### src/rtl/ocal_pkg.sv
package ocal_pkg;

  typedef enum logic [1:0] {
    ACC_HOLD = 2'd0,
    ACC_UP   = 2'd1,
    ACC_DOWN = 2'd2
  } acc_op_e;

  // True when two signed codes differ by at most one step.
  function automatic logic near_one(input int a, input int b);
    int d;
    d = a - b;
    return (d >= -1) && (d <= 1);
  endfunction

endpackage

### src/rtl/ocal_accum.sv
module ocal_accum
  import ocal_pkg::*;
#(
  parameter int ACC_W = 10
) (
  input  logic                    clk,
  input  logic                    rst,
  input  acc_op_e                 op,
  output logic signed [ACC_W-1:0] acc_q
);
  localparam logic signed [ACC_W-1:0] TOP = {1'b0, {(ACC_W-1){1'b1}}};
  localparam logic signed [ACC_W-1:0] BOT = {1'b1, {(ACC_W-1){1'b0}}};
  localparam logic signed [ACC_W-1:0] ONE = ACC_W'(1);

  logic signed [ACC_W-1:0] acc_d;

  always_comb begin
    acc_d = acc_q;
    case (op)
      ACC_UP:   if (acc_q != TOP) acc_d = acc_q + ONE;
      ACC_DOWN: if (acc_q != BOT) acc_d = acc_q - ONE;
      default:  acc_d = acc_q;
    endcase
  end

  always_ff @(posedge clk) begin
    if (rst) acc_q <= '0;
    else     acc_q <= acc_d;
  end
endmodule

### src/rtl/ocal_settle.sv
module ocal_settle
  import ocal_pkg::*;
#(
  parameter int CODE_W        = 6,
  parameter int SETTLE_CYCLES = 32
) (
  input  logic              clk,
  input  logic              rst,
  input  logic              en,
  input  logic [CODE_W-1:0] code,
  output logic              settled_q
);
  localparam int CW = $clog2(SETTLE_CYCLES + 1);
  localparam logic [CW-1:0] RUN_MAX = CW'(SETTLE_CYCLES);
  localparam logic [CW-1:0] RUN_END = CW'(SETTLE_CYCLES - 1);

  logic [CODE_W-1:0] ref_q;
  logic [CW-1:0]     run_q;
  logic              in_win;

  always_comb begin
    in_win = near_one(int'($signed(code)), int'($signed(ref_q)));
  end

  always_ff @(posedge clk) begin
    if (rst) begin
      ref_q     <= '0;
      run_q     <= '0;
      settled_q <= 1'b0;
    end else if (!en || !in_win) begin
      ref_q     <= code;
      run_q     <= '0;
      settled_q <= 1'b0;
    end else begin
      run_q     <= (run_q == RUN_MAX) ? RUN_MAX : run_q + CW'(1);
      settled_q <= (run_q >= RUN_END);
    end
  end
endmodule

### src/rtl/offset_cal_engine.sv
module offset_cal_engine
  import ocal_pkg::*;
#(
  parameter int ACC_W         = 10,
  parameter int CODE_W        = 6,
  parameter int SETTLE_CYCLES = 32
) (
  input  logic              clk,
  input  logic              rst,
  input  logic              cal_en,
  input  logic              cmp_hi,
  output logic [CODE_W-1:0] dac_code,
  output logic              settled
);
  localparam int DROP = ACC_W - CODE_W;

  acc_op_e                 op;
  logic signed [ACC_W-1:0] acc_q;

  // Degenerative polarity: a high decision raises the correction.
  always_comb begin
    if (!cal_en)     op = ACC_HOLD;
    else if (cmp_hi) op = ACC_UP;
    else             op = ACC_DOWN;
  end

  ocal_accum #(.ACC_W(ACC_W)) u_accum (
    .clk   (clk),
    .rst   (rst),
    .op    (op),
    .acc_q (acc_q)
  );

  // Code is taken straight from accumulator flops: registered, no extra stage.
  assign dac_code = acc_q[ACC_W-1 -: CODE_W];

  ocal_settle #(.CODE_W(CODE_W), .SETTLE_CYCLES(SETTLE_CYCLES)) u_settle (
    .clk       (clk),
    .rst       (rst),
    .en        (cal_en),
    .code      (dac_code),
    .settled_q (settled)
  );

  logic unused_low;
  assign unused_low = ^acc_q[DROP-1:0];
endmodule

### config.mk
export PLATFORM = sky130hd
export DESIGN_NAME = offset_cal_engine
export DESIGN_NICKNAME = d
export VERILOG_FILES = /design/src/rtl/ocal_pkg.sv /design/src/rtl/ocal_accum.sv /design/src/rtl/ocal_settle.sv /design/src/rtl/offset_cal_engine.sv
export SDC_FILE = /design/constraint.sdc
export NUM_CORES = 1
export LEC_CHECK = 0
export ABC_CLOCK_PERIOD_IN_PS = 2500
export BUFFER_PORTS_ARGS = -buffer_cell sky130_fd_sc_hd__buf_2
export CELL_PAD_IN_SITES_DETAIL_PLACEMENT = 2
export CELL_PAD_IN_SITES_GLOBAL_PLACEMENT = 2
export CORE_AREA = 8 8 93 74
export CTS_CLUSTER_SIZE = 16
export DETAILED_ROUTE_END_ITERATION = 10
export DIE_AREA = 0 0 101 82
export PLACE_DENSITY_LB_ADDON = 0.2
export RECOVER_POWER = 100
export SLEW_MARGIN = 40
export SYNTH_ARGS = -nofsm -noshare
export SYNTH_HDL_FRONTEND = slang
export SYNTH_SLANG_ARGS = --single-unit
### constraint.sdc
create_clock -name clk -period 2.5 [get_ports clk]
set_clock_uncertainty 0.05 [all_clocks]
set_input_delay 0.25 -clock clk [delete_from_list [all_inputs] [get_ports clk]]
set_output_delay 0.25 -clock clk [all_outputs]
set_load 0.05 [all_outputs]
### Word-level counts from Yosys, hierarchy flattened

Index checks and enable logic that the tools add are counted.

* flip-flop bits (word level): 23

* $add $sub $neg: 4
* order comparisons: 3
* equality and inequality tests: 7
* multiplexer cells: 6
* reduce and logical (&&, ||, !) cells: 8

Operators by type and width (number)
* $ge 32x1->1 const B: 1
* $le 32x2->1 const B: 1
* $mux 10: 2
* $ne 10x10->1 const B: 2
* $pmux 10 s2: 1
* $add 10x2->10 const B: 1
* $sub 10x2->10 const B: 1
* $sub 6x6->7: 1
* $add 6x1->6 const B: 1
* $eq 6x6->1 const B: 1
* $ge 6x5->1 const B: 1
* $mux 6: 1
* $mux 2: 2
* $ne 2x1->1 const B: 2
* $reduce_and 3->1: 1
* $reduce_or 3->1: 1
* $eq 2x1->1 const B: 1
* $eq 2x2->1 const B: 1
* $logic_not 1->1: 2
* $reduce_bool 2->1: 1
* $reduce_or 2->1: 1
* $logic_and 1x1->1: 1
* $logic_or 1x1->1: 1

### Logic depth before layout (Yosys ltp)

Gate-level depths: netlist of run 1.

* depth in word-level cells: 6
* gate-level depth with buffers: 10

### Modules after synthesis

Synthesis of run 1 repeated with hierarchy kept, for this count alone.

* cell total of the unflattened synthesis: 237
* area total of the unflattened synthesis: 2001.9 um^2

Modules (own cells, without submodules)
* ocal_settle: times used 1, cells each 141, area each 1238.7 um^2
* ocal_accum: times used 1, cells each 94, area each 747.0 um^2
* offset_cal_engine: times used 1, cells each 2, area each 16.3 um^2

### Worst setup path after synthesis of run 1

OpenSTA, ideal clock, no wires.

* path kind: register -> register
* start point: register u_accum.acc_q[4]
* end point: register u_settle.run_q[2]
* arrival time: 2.376 ns
* data required time: 2.306 ns
* setup slack: -0.070 ns
* stages on the path, launching flop included: 11
* path buffers: 1
* clock period less this slack: 2.570 ns
* cell sequence: dfxtp_1 -> inv_1 -> ha_1 -> fa_1 -> nand2b_1 -> a21oi_1 -> mux2_2 -> and4_1 -> buf_2 -> nor2_4 -> nor4_1

* word-level cells in the longest chain between the ends: 6
* elaborated cells on any way between the ends: 7

Ends and longest elaborated chain
* from (decl): line ocal_accum.sv:9 `output logic signed [ACC_W-1:0] acc_q`
* from (signal assigned): line ocal_accum.sv:27 `if (rst) acc_q <= '0;`
* from (signal assigned): line ocal_accum.sv:28 `else acc_q <= acc_d;`
* $sub 6x6->7 *: line ocal_pkg.sv:12 `d = a - b;`
* $ge 32x1->1 or $le 32x2->1 (tied branches): line ocal_pkg.sv:13 `return (d >= -1) && (d <= 1);`
* $logic_and 1x1->1 *: line ocal_pkg.sv:13
* $logic_not 1->1 *: line ocal_settle.sv:30 `end else if (!en || !in_win) begin`
* $logic_or 1x1->1 *: line ocal_settle.sv:30
* $reduce_or 3->1 (no source line) *
* to (signal assigned): line ocal_settle.sv:35 `run_q <= (run_q == RUN_MAX) ? RUN_MAX : run_q + CW'(1);`
* to (decl): line ocal_settle.sv:18 `logic [CW-1:0] run_q;`

Mark *: on every way between the ends. The rest lies on a longest branch, timed or not.
A chain may end at the register's enable or synchronous reset.

### Worst setup path after layout of run 1

* start point: register u_accum.acc_q[4]
* end point: register u_settle.ref_q[1]

* word-level cells in the longest chain between the ends: 5
* elaborated cells on any way between the ends: 6

Ends and longest elaborated chain
* $sub 6x6->7 *: line ocal_pkg.sv:12
* $ge 32x1->1 or $le 32x2->1 (tied branches): line ocal_pkg.sv:13
* $logic_and 1x1->1 *: line ocal_pkg.sv:13
* $logic_not 1->1 *: line ocal_settle.sv:30
* $logic_or 1x1->1 *: line ocal_settle.sv:30
* to (signal assigned): line ocal_settle.sv:31 `ref_q <= code;`
* to (decl): line ocal_settle.sv:17 `logic [CODE_W-1:0] ref_q;`

Marks and branches as above.

==> results of run 1 <==
-- routing by layer --
layer  global-route usage  vias to the layer above
li1                     -                      797
met5                    0                        -
met2                0.250                       10
met3               0.0288                        2
met4               0.0267                        0
met1                0.169                      812
-- cell families (layout without fill, tap and decap cells) --
family          after synthesis  in the layout  share of synthesized area
compound gates               59             59                      0.227
simple gates                 58             58                      0.188
buf+inv                      29             53                     0.0787
flops                        23             23                      0.268
fa+ha+maj                    18             18                      0.140
xor+xnor                     11             11                     0.0561
mux                           7              7                     0.0415
-- registers in the layout, indices dropped and copies added (netlist names) --
signal and count:
u_settle.ref_q 6, u_settle.run_q 6, u_settle.settled_q 1, u_accum.acc_q 10
-- Yosys cell counts, types with 2 or more instances --
cell and n:
o2111ai_1 2, nor3b_1 2, o21a_1 2, clkbuf_1 2, nand4_1 3, a21oi_1 18
nor3_1 4, a41oi_1 3, o31a_1 3, nand3_1 10, nor2b_1 3, buf_4 6
inv_1 18, o21ai_0 14, buf_2 2, a21o_1 5, a211oi_1 3, fa_1 2
xnor2_1 7, dfxtp_1 23, nand2_1 4, a2111oi_0 2, mux2i_1 6, nand2b_1 3
xor2_1 4, nor4_1 6, ha_1 16, and3b_1 2, nor2_1 16
-- cell type report --
class / instances / area, um2
clock buffer: 3 / 41.3
clock inverter: 1 / 7.51
fill: 657 / 3510
inverter: 18 / 67.6
multi-input combinational: 153 / 1150
sequential: 23 / 462
tap: 78 / 97.6
timing repair buffer: 31 / 189
-- final timing paths --
kind / endpoint / slack [ps] / cells past startpoint / startpoint
worst max-delay path: u_settle.ref_q[1] / -30 / 10 / u_accum.acc_q[4]
worst min-delay path: u_accum.acc_q[2] / 370 / 2 / rst
worst max register to register: u_settle.ref_q[1] / -30 / 10 / u_accum.acc_q[4]
worst min register to register: u_settle.ref_q[3] / 440 / 2 / u_settle.ref_q[3]
-- stage by stage --
stage	worst slack, ps	total power [mW]	hold slack, ps	utilization
6_report	-29.0	1.09	368	0.365
5_1_grt	-156	1.18	388	0.365
4_1_cts	-48.8	1.11	361	0.367
3_5_place_dp	-226	0.849	433	0.348
3_3_place_gp	-34.6	0.825	426	0.348
2_1_floorplan	4.88	0.728	271	-
-- power by group through the flow --
stage / sequential [mW] / clock (mW) / combinational (mW)
finish: 0.415 / 0.239 / 0.441
global route: 0.419 / 0.270 / 0.492
CTS: 0.415 / 0.249 / 0.441
detailed placement: 0.422 / 0 / 0.427
global placement: 0.422 / 0 / 0.404
floorplan: 0.422 / 0 / 0.307
-- timing repair --
action	in CTS	in global routing
pin swaps	7	4
gates resized for setup	6	4
endpoints found under the setup margin	13	14
setup buffers	5	0
==> out/metrics.csv, run 1 <==
stage,metric,value,unit
floorplan,core_area,0.00553,mm2
synthesis,synth_edf_count,0,
critical_path,cp-start-kind,flip-flop,
cells_and_area,syn_to_final_growth,17.6,%
power,power.leakage,0.805,nW
detailed_routing,drtAntennaViolNets,0,
detailed_routing,drt_first_pass_iters,3,
placement,dp.cells,298,
timing,max_slew_margin,0.447,
synthesis,yosys_warnings,0,
clocking,hold_buffers,0,
critical_path,path_cells,inv_2 > ha_4 > fa_2 > xor2_1 > or4b_4 > a211oi_2 > o2111a_2 > buf_4 > o21ai_1 > a21oi_1,
synthesis,synth_ff_type,dfxtp_1,
critical_path,slowest_delay,490,ps
power,p_per_area,543,mW/mm2
cells_and_area,num_antenna_cells,0,
cells_and_area,fin_nets,252,
placement,dp_hpwl,4120,um
timing,setup_viol,7,
cells_and_area,finalNonFillerCells,307,
global_route,grt_antenna_before_repair,0,
timing,worst_pin_slew,822,ps
detailed_routing,routed_wl,5280,um
synthesis,yosysSeqAreaShare,0.268,
critical_path,critPathKind,flip-flop to flip-flop,
floorplan,fp-row-count,24,
critical_path,cp_slowest_cell,or4b_4,
global_route,first_global_vias,1776,
critical_path,end_kind,flip-flop,
synthesis,ys_seq_elements,23,
timing,fin_crit,2530,ps
timing,rsz0062_at_grt,true,
synthesis,mappedNetlistNets,227,
synthesis,syn_inst,205,
power,combPwrFrac,0.402,
critical_path,worstPathMaxFanout,4,
status,status,finished with violations,
detailed_routing,vias,1621,
synthesis,yosysTopAreaCell,dfxtp_1,
detailed_routing,met2_length,2570,um
power,swShare,0.380,
critical_path,cp.arrival,2680,ps
timing,setup_ws,-29.0,ps
detailed_routing,vias_per_cell,5.28,
floorplan,initial_core_util,0.311,
global_route,grtUsageTotal,0.139,
placement,dpl_cell_area,0.00192,mm2
synthesis,syn_area_per_cell,8.37,um2
status,violations,setup timing,
cells_and_area,drive_above_1_share,0.170,
placement,io_buffer_count,10,
global_route,grt_overflow,0,
timing,tns,-104,ps
critical_path,cp_top_family,compound AO/OA/AOI/OAI gates,
detailed_routing,drt_iter0_markers,44,
floorplan,ios,11,
clocking,cts_root_buf,clkbuf_8,
global_route,grt_pass1_wl,9000,um
cells_and_area,final_cell_area,0.00202,mm2
timing,period_share,1.01,
clocking,cts.path.max_buffers,2,
detailed_routing,detail_route.wl_per_cell,17.2,um
synthesis,synth_top_area_share,0.268,
critical_path,critPathRequiredTime,2650,ps
clocking,clkLatencyLatePin,270,ps
synthesis,async_reset_ff_frac,0,
synthesis,netlist_area,0.00172,mm2
global_route,grt_max_degree,24,
floorplan,die-area,0.00828,mm2
cells_and_area,final_common_cell,dfxtp_1,
timing,max_freq,0.395,GHz
clocking,cts_max_level,1,
detailed_routing,drc,0,
timing,hold_viol_final,0,
power,internal_power,0.679,mW
placement,place.gp.congestion,0.826,
power,p_clk_frac,0.219,
detailed_routing,topRoutingLayerUsed,met4,
power,p_seq_frac,0.379,
detailed_routing,met3_length,106,um
clocking,clock-sinks,23,
job,cap_violations,0,
detailed_routing,wl_met1,2590,um
critical_path,cp_num_buf_inv,2,
timing,drv_slew,0,
min_path,hp-class,input pin to flip-flop,
power,switchingPower,0.416,mW
synthesis,synth.area.top_cells,"dfxtp_1 (27%), ha_1 (12%), a21oi_1 (5.2%), o21ai_0 (4.1%), inv_1 (3.9%)",
cells_and_area,final_cell_mix,"dfxtp_1 (22), buf_4 (18), inv_1 (17), a21oi_1 (17), nor2_1 (16)",
clocking,cts_tree,done,
power,peakVddDrop,280,uV
clocking,cts_buffers,3,
synthesis,ys_types,43,
floorplan,die_x,101,um
clocking,path_clk_slew,80,ps
floorplan,dieHeight,82,um
Note: power is estimated with default switching activity, not from simulation.
==> run 2: changes to the inputs <==
--- a/config.mk
+++ b/config.mk
@@ -9,11 +9,11 @@
 export BUFFER_PORTS_ARGS = -buffer_cell sky130_fd_sc_hd__buf_2
 export CELL_PAD_IN_SITES_DETAIL_PLACEMENT = 2
 export CELL_PAD_IN_SITES_GLOBAL_PLACEMENT = 2
-export CORE_AREA = 8 8 93 74
+export CORE_AREA = 8 8 95 76
 export CTS_CLUSTER_SIZE = 16
 export DETAILED_ROUTE_END_ITERATION = 10
-export DIE_AREA = 0 0 101 82
-export PLACE_DENSITY_LB_ADDON = 0.2
+export DIE_AREA = 0 0 103 84
+export PLACE_DENSITY = 0.77
 export RECOVER_POWER = 100
 export SLEW_MARGIN = 40
 export SYNTH_ARGS = -nofsm -noshare
==> run 2 against run 1 <==
- the run still ends with setup timing left
- clock-buffer cell count did not move
- largest power group unchanged
- critical path depth is the same
- global-route usage rose by 0.56 points
- core utilization increased by 2.9 points
- combinational power rose by 20%
- sequential power hardly changed
- largest cell class unchanged
- design area increased by 10%
- critical path type unchanged
- worst hold slack better by 15 ps
==> out/metrics.csv, run 2 (same netlist as run 1, synthesis figures left out) <==
stage,metric,value,unit,change
global_route,grt_pass1_wl,9870,um,+9.7%
critical_path,path_cells,inv_2 > ha_4 > fa_2 > xor2_2 > or4b_4 > a211oi_4 > o2111a_2 > buf_4 > o21ai_2 > a21oi_2,,
power,power.leakage,0.893,nW,+11%
global_route,first_global_vias,1869,,+5.2%
timing,period_share,1.04,,+0.0321
detailed_routing,vias,1684,,+3.9%
power,internal_power,0.724,mW,+6.8%
timing,fin_crit,2610,ps,+80.3 ps
floorplan,die_x,103,um,+2.0%
cells_and_area,top_regs,"u_accum.acc_q: 10 flops, u_settle.ref_q: 6 flops, u_settle.run_q: 6 flops",,
status,violations,setup timing,,
power,p_seq_frac,0.346,,-0.033
detailed_routing,drtAntennaViolNets,0,,unchanged
power,p_per_area,539,mW/mm2,-0.60%
critical_path,end_kind,flip-flop,,
floorplan,core_area,0.00565,mm2,+2.2%
critical_path,r2r_cells,10,,unchanged
global_route,grt_overflow,0,,unchanged
timing,worst_pin_slew,934,ps,+112 ps
detailed_routing,drc,0,,unchanged
clocking,cts_root_buf,clkbuf_8,,
clocking,cts_max_level,1,,unchanged
detailed_routing,routed_wl,6040,um,+14%
cells_and_area,fin_nets,266,,+5.6%
cells_and_area,final_cell_mix,"buf_4 (33), dfxtp_1 (21), inv_1 (17)",,
timing,setup_ws,-109,ps,-80.3 ps
cells_and_area,largest_reg_flops,10,,unchanged
clocking,cts_buffers,3,,unchanged
timing,setup_viol,13,,+6
critical_path,critPathLaunch,u_accum.acc_q[4],,
cells_and_area,final_common_cell,buf_4,,
critical_path,critPathKind,flip-flop to flip-flop,,
critical_path,worstPathMaxFanout,7,,+3
cells_and_area,final_cell_area,0.00223,mm2,+10%
critical_path,cp-start-kind,flip-flop,,
global_route,grtUsageTotal,0.145,,+0.00562
power,switchingPower,0.476,mW,+14%
critical_path,cp.arrival,2770,ps,+90 ps
cells_and_area,fin_util,0.394,,+0.0290
clocking,path_clk_slew,90,ps,about the same
global_route,grt_max_degree,24,,unchanged
min_path,hp-class,input pin to flip-flop,,
power,combPwrFrac,0.442,,+0.040
placement,place.gp.congestion,0.759,,-8.2%
power,swShare,0.396,,+0.0161
cells_and_area,syn_to_final_growth,29.7,%,
clocking,clkLatencyLatePin,280,ps,about the same
timing,max_slew_margin,0.372,,-0.0750
timing,rsz0062_at_grt,true,,
floorplan,initial_core_util,0.304,,-0.00661
floorplan,dieHeight,84,um,+2.4%
placement,dpl_cell_area,0.00198,mm2,+3.1%
critical_path,rrSetupSlack,-110,ps,-80 ps
placement,io_buffer_count,10,,unchanged
placement,dp.cells,306,,+2.7%
critical_path,slowest_delay,510,ps,+20 ps
critical_path,critPathRequiredTime,2660,ps,about the same
floorplan,ios,11,,unchanged
power,power,1.20,mW,+9.6%
placement,dp_hpwl,4170,um,+1.2%
critical_path,endpoint,u_settle.ref_q[0],,
timing,max_freq,0.383,GHz,-3.1%
clocking,cts.path.max_buffers,2,,unchanged
detailed_routing,drt_iter0_markers,61,,+39%
critical_path,cp_slowest_cell,or4b_4,,
timing,hold_slack,383,ps,+15.5 ps
status,status,finished with violations,,
power,peakVddDrop,199,uV,-29%
timing,drv_slew,0,,unchanged
detailed_routing,drt_first_pass_iters,4,,+1
critical_path,crit_cells,10,,unchanged
timing,hold_viol_final,0,,unchanged
critical_path,cp_top_family,compound AO/OA/AOI/OAI gates,,
power,p_clk_frac,0.212,,-0.007
critical_path,reg2reg_from,u_accum.acc_q[4],,
global_route,grt_antenna_before_repair,0,,unchanged
detailed_routing,detail_route.wl_per_cell,18.8,um,+9.3%
clocking,cts_tree,done,,
critical_path,reg2reg_to,u_settle.ref_q[0],,
cells_and_area,finalNonFillerCells,321,,+4.6%
detailed_routing,vias_per_cell,5.25,,-0.64%
critical_path,cp_num_buf_inv,2,,unchanged
cells_and_area,num_antenna_cells,0,,unchanged
cells_and_area,regMostFlops,u_accum.acc_q,,
floorplan,die-area,0.00865,mm2,+4.5%
clocking,clock-sinks,23,,unchanged
job,cap_violations,0,,unchanged
floorplan,fp-row-count,24,,unchanged
cells_and_area,drive_above_1_share,0.300,,+0.130
run 2: cell types whose count changed in the layout (fill, tap and decap cells not counted), moves of 2 or more:
cell | before | now
a21oi_1 | 17 | 13
o21ai_1 | 1 | 3
o21ai_2 | 0 | 2
a2111oi_1 | 2 | 0
o21ai_0 | 13 | 9
nor3_1 | 4 | 2
nand3_1 | 10 | 5
a21oi_2 | 1 | 5
clkbuf_1 | 9 | 7
nor3_2 | 0 | 2
buf_4 | 18 | 33
nand3_2 | 0 | 5
run 2: through the flow:
step,setup slack [ps],TNS (ps)
after floorplan,4.88,0
after global placement,-39.9,-122
after detailed placement,-211,-1660
after CTS,-125,-933
after global routing,-202,-2360
final,-109,-878
run 2: routing by layer:
layer	track usage	wire length [um]	vias up
li1	-	-	821
met1	0.184	2820	827
met2	0.246	2940	25
met3	0.0258	182	11
met4	0.0262	98	0
met5	0	0	-
run 2: power groups by stage:
stage | Sequential [mW] | Combinational (mW) | Clock (mW)
3_5_place_dp | 0.422 | 0.441 | 0
6_report | 0.416 | 0.530 | 0.255
4_1_cts | 0.414 | 0.480 | 0.262
5_1_grt | 0.419 | 0.581 | 0.276
3_3_place_gp | 0.421 | 0.421 | 0
2_1_floorplan | 0.422 | 0.307 | 0
run 2: cell type report:
cell class / instances / area [um2]
clock buffer: 3 / 41.3
clock inverter: 1 / 7.51
fill: 662 / 3420
inverter: 18 / 67.6
multi-input combinational: 153 / 1240
sequential: 23 / 463
tap: 78 / 97.6
timing repair buffer: 45 / 305
run 2: worst min path at each step:
stage | from | end | slack, ps | cells past startpoint
3_3_place_gp | u_settle.ref_q[5] | u_settle.ref_q[5] | 430 | 2
6_report | rst | u_accum.acc_q[2] | 380 | 2
3_5_place_dp | u_settle.ref_q[5] | u_settle.ref_q[5] | 430 | 2
5_1_grt | rst | u_accum.acc_q[0] | 400 | 2
2_1_floorplan | rst | u_settle.run_q[1] | 270 | 1
4_1_cts | rst | u_accum.acc_q[3] | 360 | 2
run 2: repair_timing:
action / 4_1_cts / 5_1_grt
pin swaps: 7 / 8
setup endpoints to repair: 13 / 14
gates resized for setup: 15 / 19
hold buffers: 0 / 0
buffers inserted: 6 / 5
==> run 3: changes to the inputs <==
--- a/config.mk
+++ b/config.mk
@@ -10,6 +10,7 @@
 export CELL_PAD_IN_SITES_DETAIL_PLACEMENT = 2
 export CELL_PAD_IN_SITES_GLOBAL_PLACEMENT = 2
 export CORE_AREA = 8 8 95 76
+export CTS_BUF_LIST = sky130_fd_sc_hd__clkbuf_4
 export CTS_CLUSTER_SIZE = 16
 export DETAILED_ROUTE_END_ITERATION = 10
 export DIE_AREA = 0 0 103 84
==> run 3 against run 2 <==
- the flow still finishes with violations (setup timing)
- critical path type unchanged
- die area unchanged
- global-route usage decreased by 1.2 points
- critical endpoint is now u_settle.ref_q[4]
- highest routed layer unchanged
- critical path depth unchanged
- non-clock buffer count increased by 4
- cell count increased by 1.2%
- combinational power about the same
- total power decreased by 5.3%
==> out/metrics.csv, run 3 (same netlist as run 1, synthesis figures left out) <==
stage,metric,value,unit,change
timing,tns,-1260,ps,-384 ps
global_route,grtUsageTotal,0.132,,-0.0125
critical_path,critPathKind,flip-flop to flip-flop,,
detailed_routing,vias_per_cell,5.23,,-0.23%
global_route,grt_max_degree,24,,unchanged
critical_path,rrSetupSlack,-180,ps,-70 ps
critical_path,reg2reg_to,u_settle.ref_q[4],,
placement,io_buffer_count,10,,unchanged
clocking,hold_buffers,0,,unchanged
timing,fin_crit,2680,ps,+72.1 ps
cells_and_area,final_cell_mix,"buf_4 (37), dfxtp_1 (21), inv_1 (17), a21oi_1 (17), nor2_1 (16)",,
cells_and_area,syn_to_final_growth,27.8,%,
power,p_clk_frac,0.168,,-0.044
detailed_routing,drtAntennaViolNets,0,,unchanged
clocking,path_clk_slew,140,ps,+50 ps
power,internal_power,0.678,mW,-6.4%
floorplan,dieHeight,84,um,unchanged
min_path,hp-class,input pin to flip-flop,,
detailed_routing,routed_wl,6010,um,-0.48%
clocking,cts_tree,done,,
critical_path,crit_cells,10,,unchanged
job,cap_violations,0,,unchanged
global_route,grt_pass1_wl,9140,um,-7.4%
clocking,cts_root_buf,clkbuf_4,,
critical_path,r2r_cells,10,,unchanged
min_path,hold_depth,2,,unchanged
power,p_per_area,518,mW/mm2,-3.9%
detailed_routing,drt_iter0_markers,62,,+1.6%
critical_path,worstPathMaxFanout,7,,unchanged
critical_path,critPathRequiredTime,2710,ps,+50 ps
clocking,cts_max_level,1,,unchanged
status,violations,setup timing,,
power,p_seq_frac,0.366,,+0.020
global_route,first_global_vias,1827,,-2.2%
critical_path,cp-start-kind,flip-flop,,
critical_path,cp.arrival,2890,ps,+120 ps
cells_and_area,top_regs,"u_accum.acc_q: 10 flops, u_settle.ref_q: 6 flops, u_settle.run_q: 6 flops",,
cells_and_area,nFillCells,662,,unchanged
critical_path,cp_slowest_cell,or4b_4,,
cells_and_area,largest_reg_flops,10,,unchanged
cells_and_area,final_common_cell,buf_4,,
power,power.leakage,0.915,nW,+2.5%
timing,setup_ws,-181,ps,-72.1 ps
timing,max_slew_margin,0.420,,+0.0478
status,status,finished with violations,,
timing,period_share,1.07,,+0.0288
critical_path,critPathLaunch,u_accum.acc_q[4],,
power,combPwrFrac,0.466,,+0.024
floorplan,die_x,103,um,unchanged
critical_path,slowest_delay,510,ps,about the same
critical_path,cp_num_buf_inv,2,,unchanged
timing,worst_pin_slew,863,ps,-71.1 ps
critical_path,cp_top_family,compound AO/OA/AOI/OAI gates,,
cells_and_area,drive_above_1_share,0.267,,-0.0332
detailed_routing,drt_first_pass_iters,4,,unchanged
clocking,clkLatencyLatePin,330,ps,+50 ps
critical_path,path_cells,inv_2 > ha_4 > fa_2 > xor2_2 > or4b_4 > a211oi_4 > o2111a_2 > buf_4 > o21ai_1 > a21oi_1,,
detailed_routing,drc,0,,unchanged
timing,max_freq,0.373,GHz,-2.7%
floorplan,die-area,0.00865,mm2,unchanged
clocking,cts.path.max_buffers,2,,unchanged
clocking,clock-sinks,23,,unchanged
power,switchingPower,0.459,mW,-3.5%
cells_and_area,fin_nets,270,,+1.5%
clocking,cts_buffers,3,,unchanged
detailed_routing,detail_route.wl_per_cell,18.5,um,-1.7%
floorplan,initial_core_util,0.304,,unchanged
timing,hold_viol_final,0,,unchanged
power,swShare,0.404,,+0.00731
placement,dp_hpwl,4170,um,unchanged
timing,hold_slack,299,ps,-84.0 ps
detailed_routing,vias,1701,,+1.0%
timing,drv_slew,0,,unchanged
global_route,grt_antenna_before_repair,0,,unchanged
cells_and_area,final-seq-area,463,um2,unchanged
timing,rsz0062_at_grt,true,,
floorplan,core_area,0.00565,mm2,unchanged
floorplan,ios,11,,unchanged
global_route,grt_overflow,0,,unchanged
critical_path,reg2reg_from,u_accum.acc_q[4],,
critical_path,endpoint,u_settle.ref_q[4],,
power,peakVddDrop,194,uV,-2.4%
cells_and_area,regMostFlops,u_accum.acc_q,,
floorplan,fp-row-count,24,,unchanged
cells_and_area,multiInputGateArea,0.00120,mm2,-3.4%
placement,place.gp.congestion,0.759,,unchanged
timing,setup_viol,17,,+4
cells_and_area,num_antenna_cells,0,,unchanged
critical_path,end_kind,flip-flop,,
-- run 3: cell types whose count changed in the layout (fill, tap and decap cells not counted), moves of 2 or more --
| cell | previous run | this run |
|---|---|---|
| nand3_1 | 5 | 10 |
| nand3_2 | 5 | 0 |
| a21oi_1 | 13 | 17 |
| a21oi_2 | 5 | 1 |
| buf_4 | 33 | 37 |
| clkbuf_4 | 0 | 3 |
| clkbuf_8 | 3 | 0 |
| nor3_2 | 2 | 0 |
| o21ai_0 | 9 | 7 |
| o21ai_1 | 3 | 5 |
-- run 3: final cells by class --
class	count	area share
multi-input cells	153	0.547
clock buffers	3	0.0103
well taps	78	0.0445
clock inverters	1	0.00342
inverters	18	0.0308
repair buffers	49	0.153
flip-flops and latches	23	0.211
-- run 3: worst min path at each step --
stage	slack [ps]	start	end
detailed placement	430	u_settle.ref_q[5]	u_settle.ref_q[5]
global route	290	rst	u_accum.acc_q[0]
global placement	430	u_settle.ref_q[5]	u_settle.ref_q[5]
CTS	280	rst	u_accum.acc_q[2]
finish	300	rst	u_accum.acc_q[2]
floorplan	270	rst	u_settle.run_q[1]
-- run 3: worst reg2reg max path: stages, from the launching register on --
cell and delay, ps:
dfxtp_2 370, inv_2 60, ha_4 170, fa_2 380
xor2_2 170, or4b_4 510, a211oi_4 190, o2111a_2 340
buf_4 140, o21ai_1 60, a21oi_1 190
-- run 3: per-stage QoR --
step	power [mW]	setup slack (ps)	cell area (um2)	util	std cells
after floorplan	0.728	4.88	1720	-	205
after global placement	0.841	-39.9	1980	0.351	306
after detailed placement	0.863	-211	1980	0.351	306
after CTS	1.07	-139	2080	0.368	315
after global routing	1.22	-251	2190	0.389	325
final	1.14	-181	2190	0.389	325
-- run 3: metal layers --
| metal | wire length, um | track usage | vias to the layer above |
|---|---|---|---|
| met5 | 0 | 0 | - |
| met4 | 87 | 0.0210 | 0 |
| met3 | 149 | 0.0275 | 9 |
| met2 | 2900 | 0.225 | 21 |
| met1 | 2870 | 0.167 | 844 |
| li1 | - | - | 827 |
-- run 3: repair_timing --
action / in CTS / in global routing
setup endpoints to repair: 13 / 14
buffers inserted: 5 / 10
resized for setup: 9 / 18
pin swaps: 11 / 13
-- run 3: power by group through the flow --
stage	combinational [mW]	sequential [mW]	clock (mW)
CTS	0.458	0.415	0.202
global placement	0.421	0.421	0
global route	0.578	0.420	0.217
floorplan	0.307	0.422	0
finish	0.529	0.417	0.191
detailed placement	0.441	0.422	0
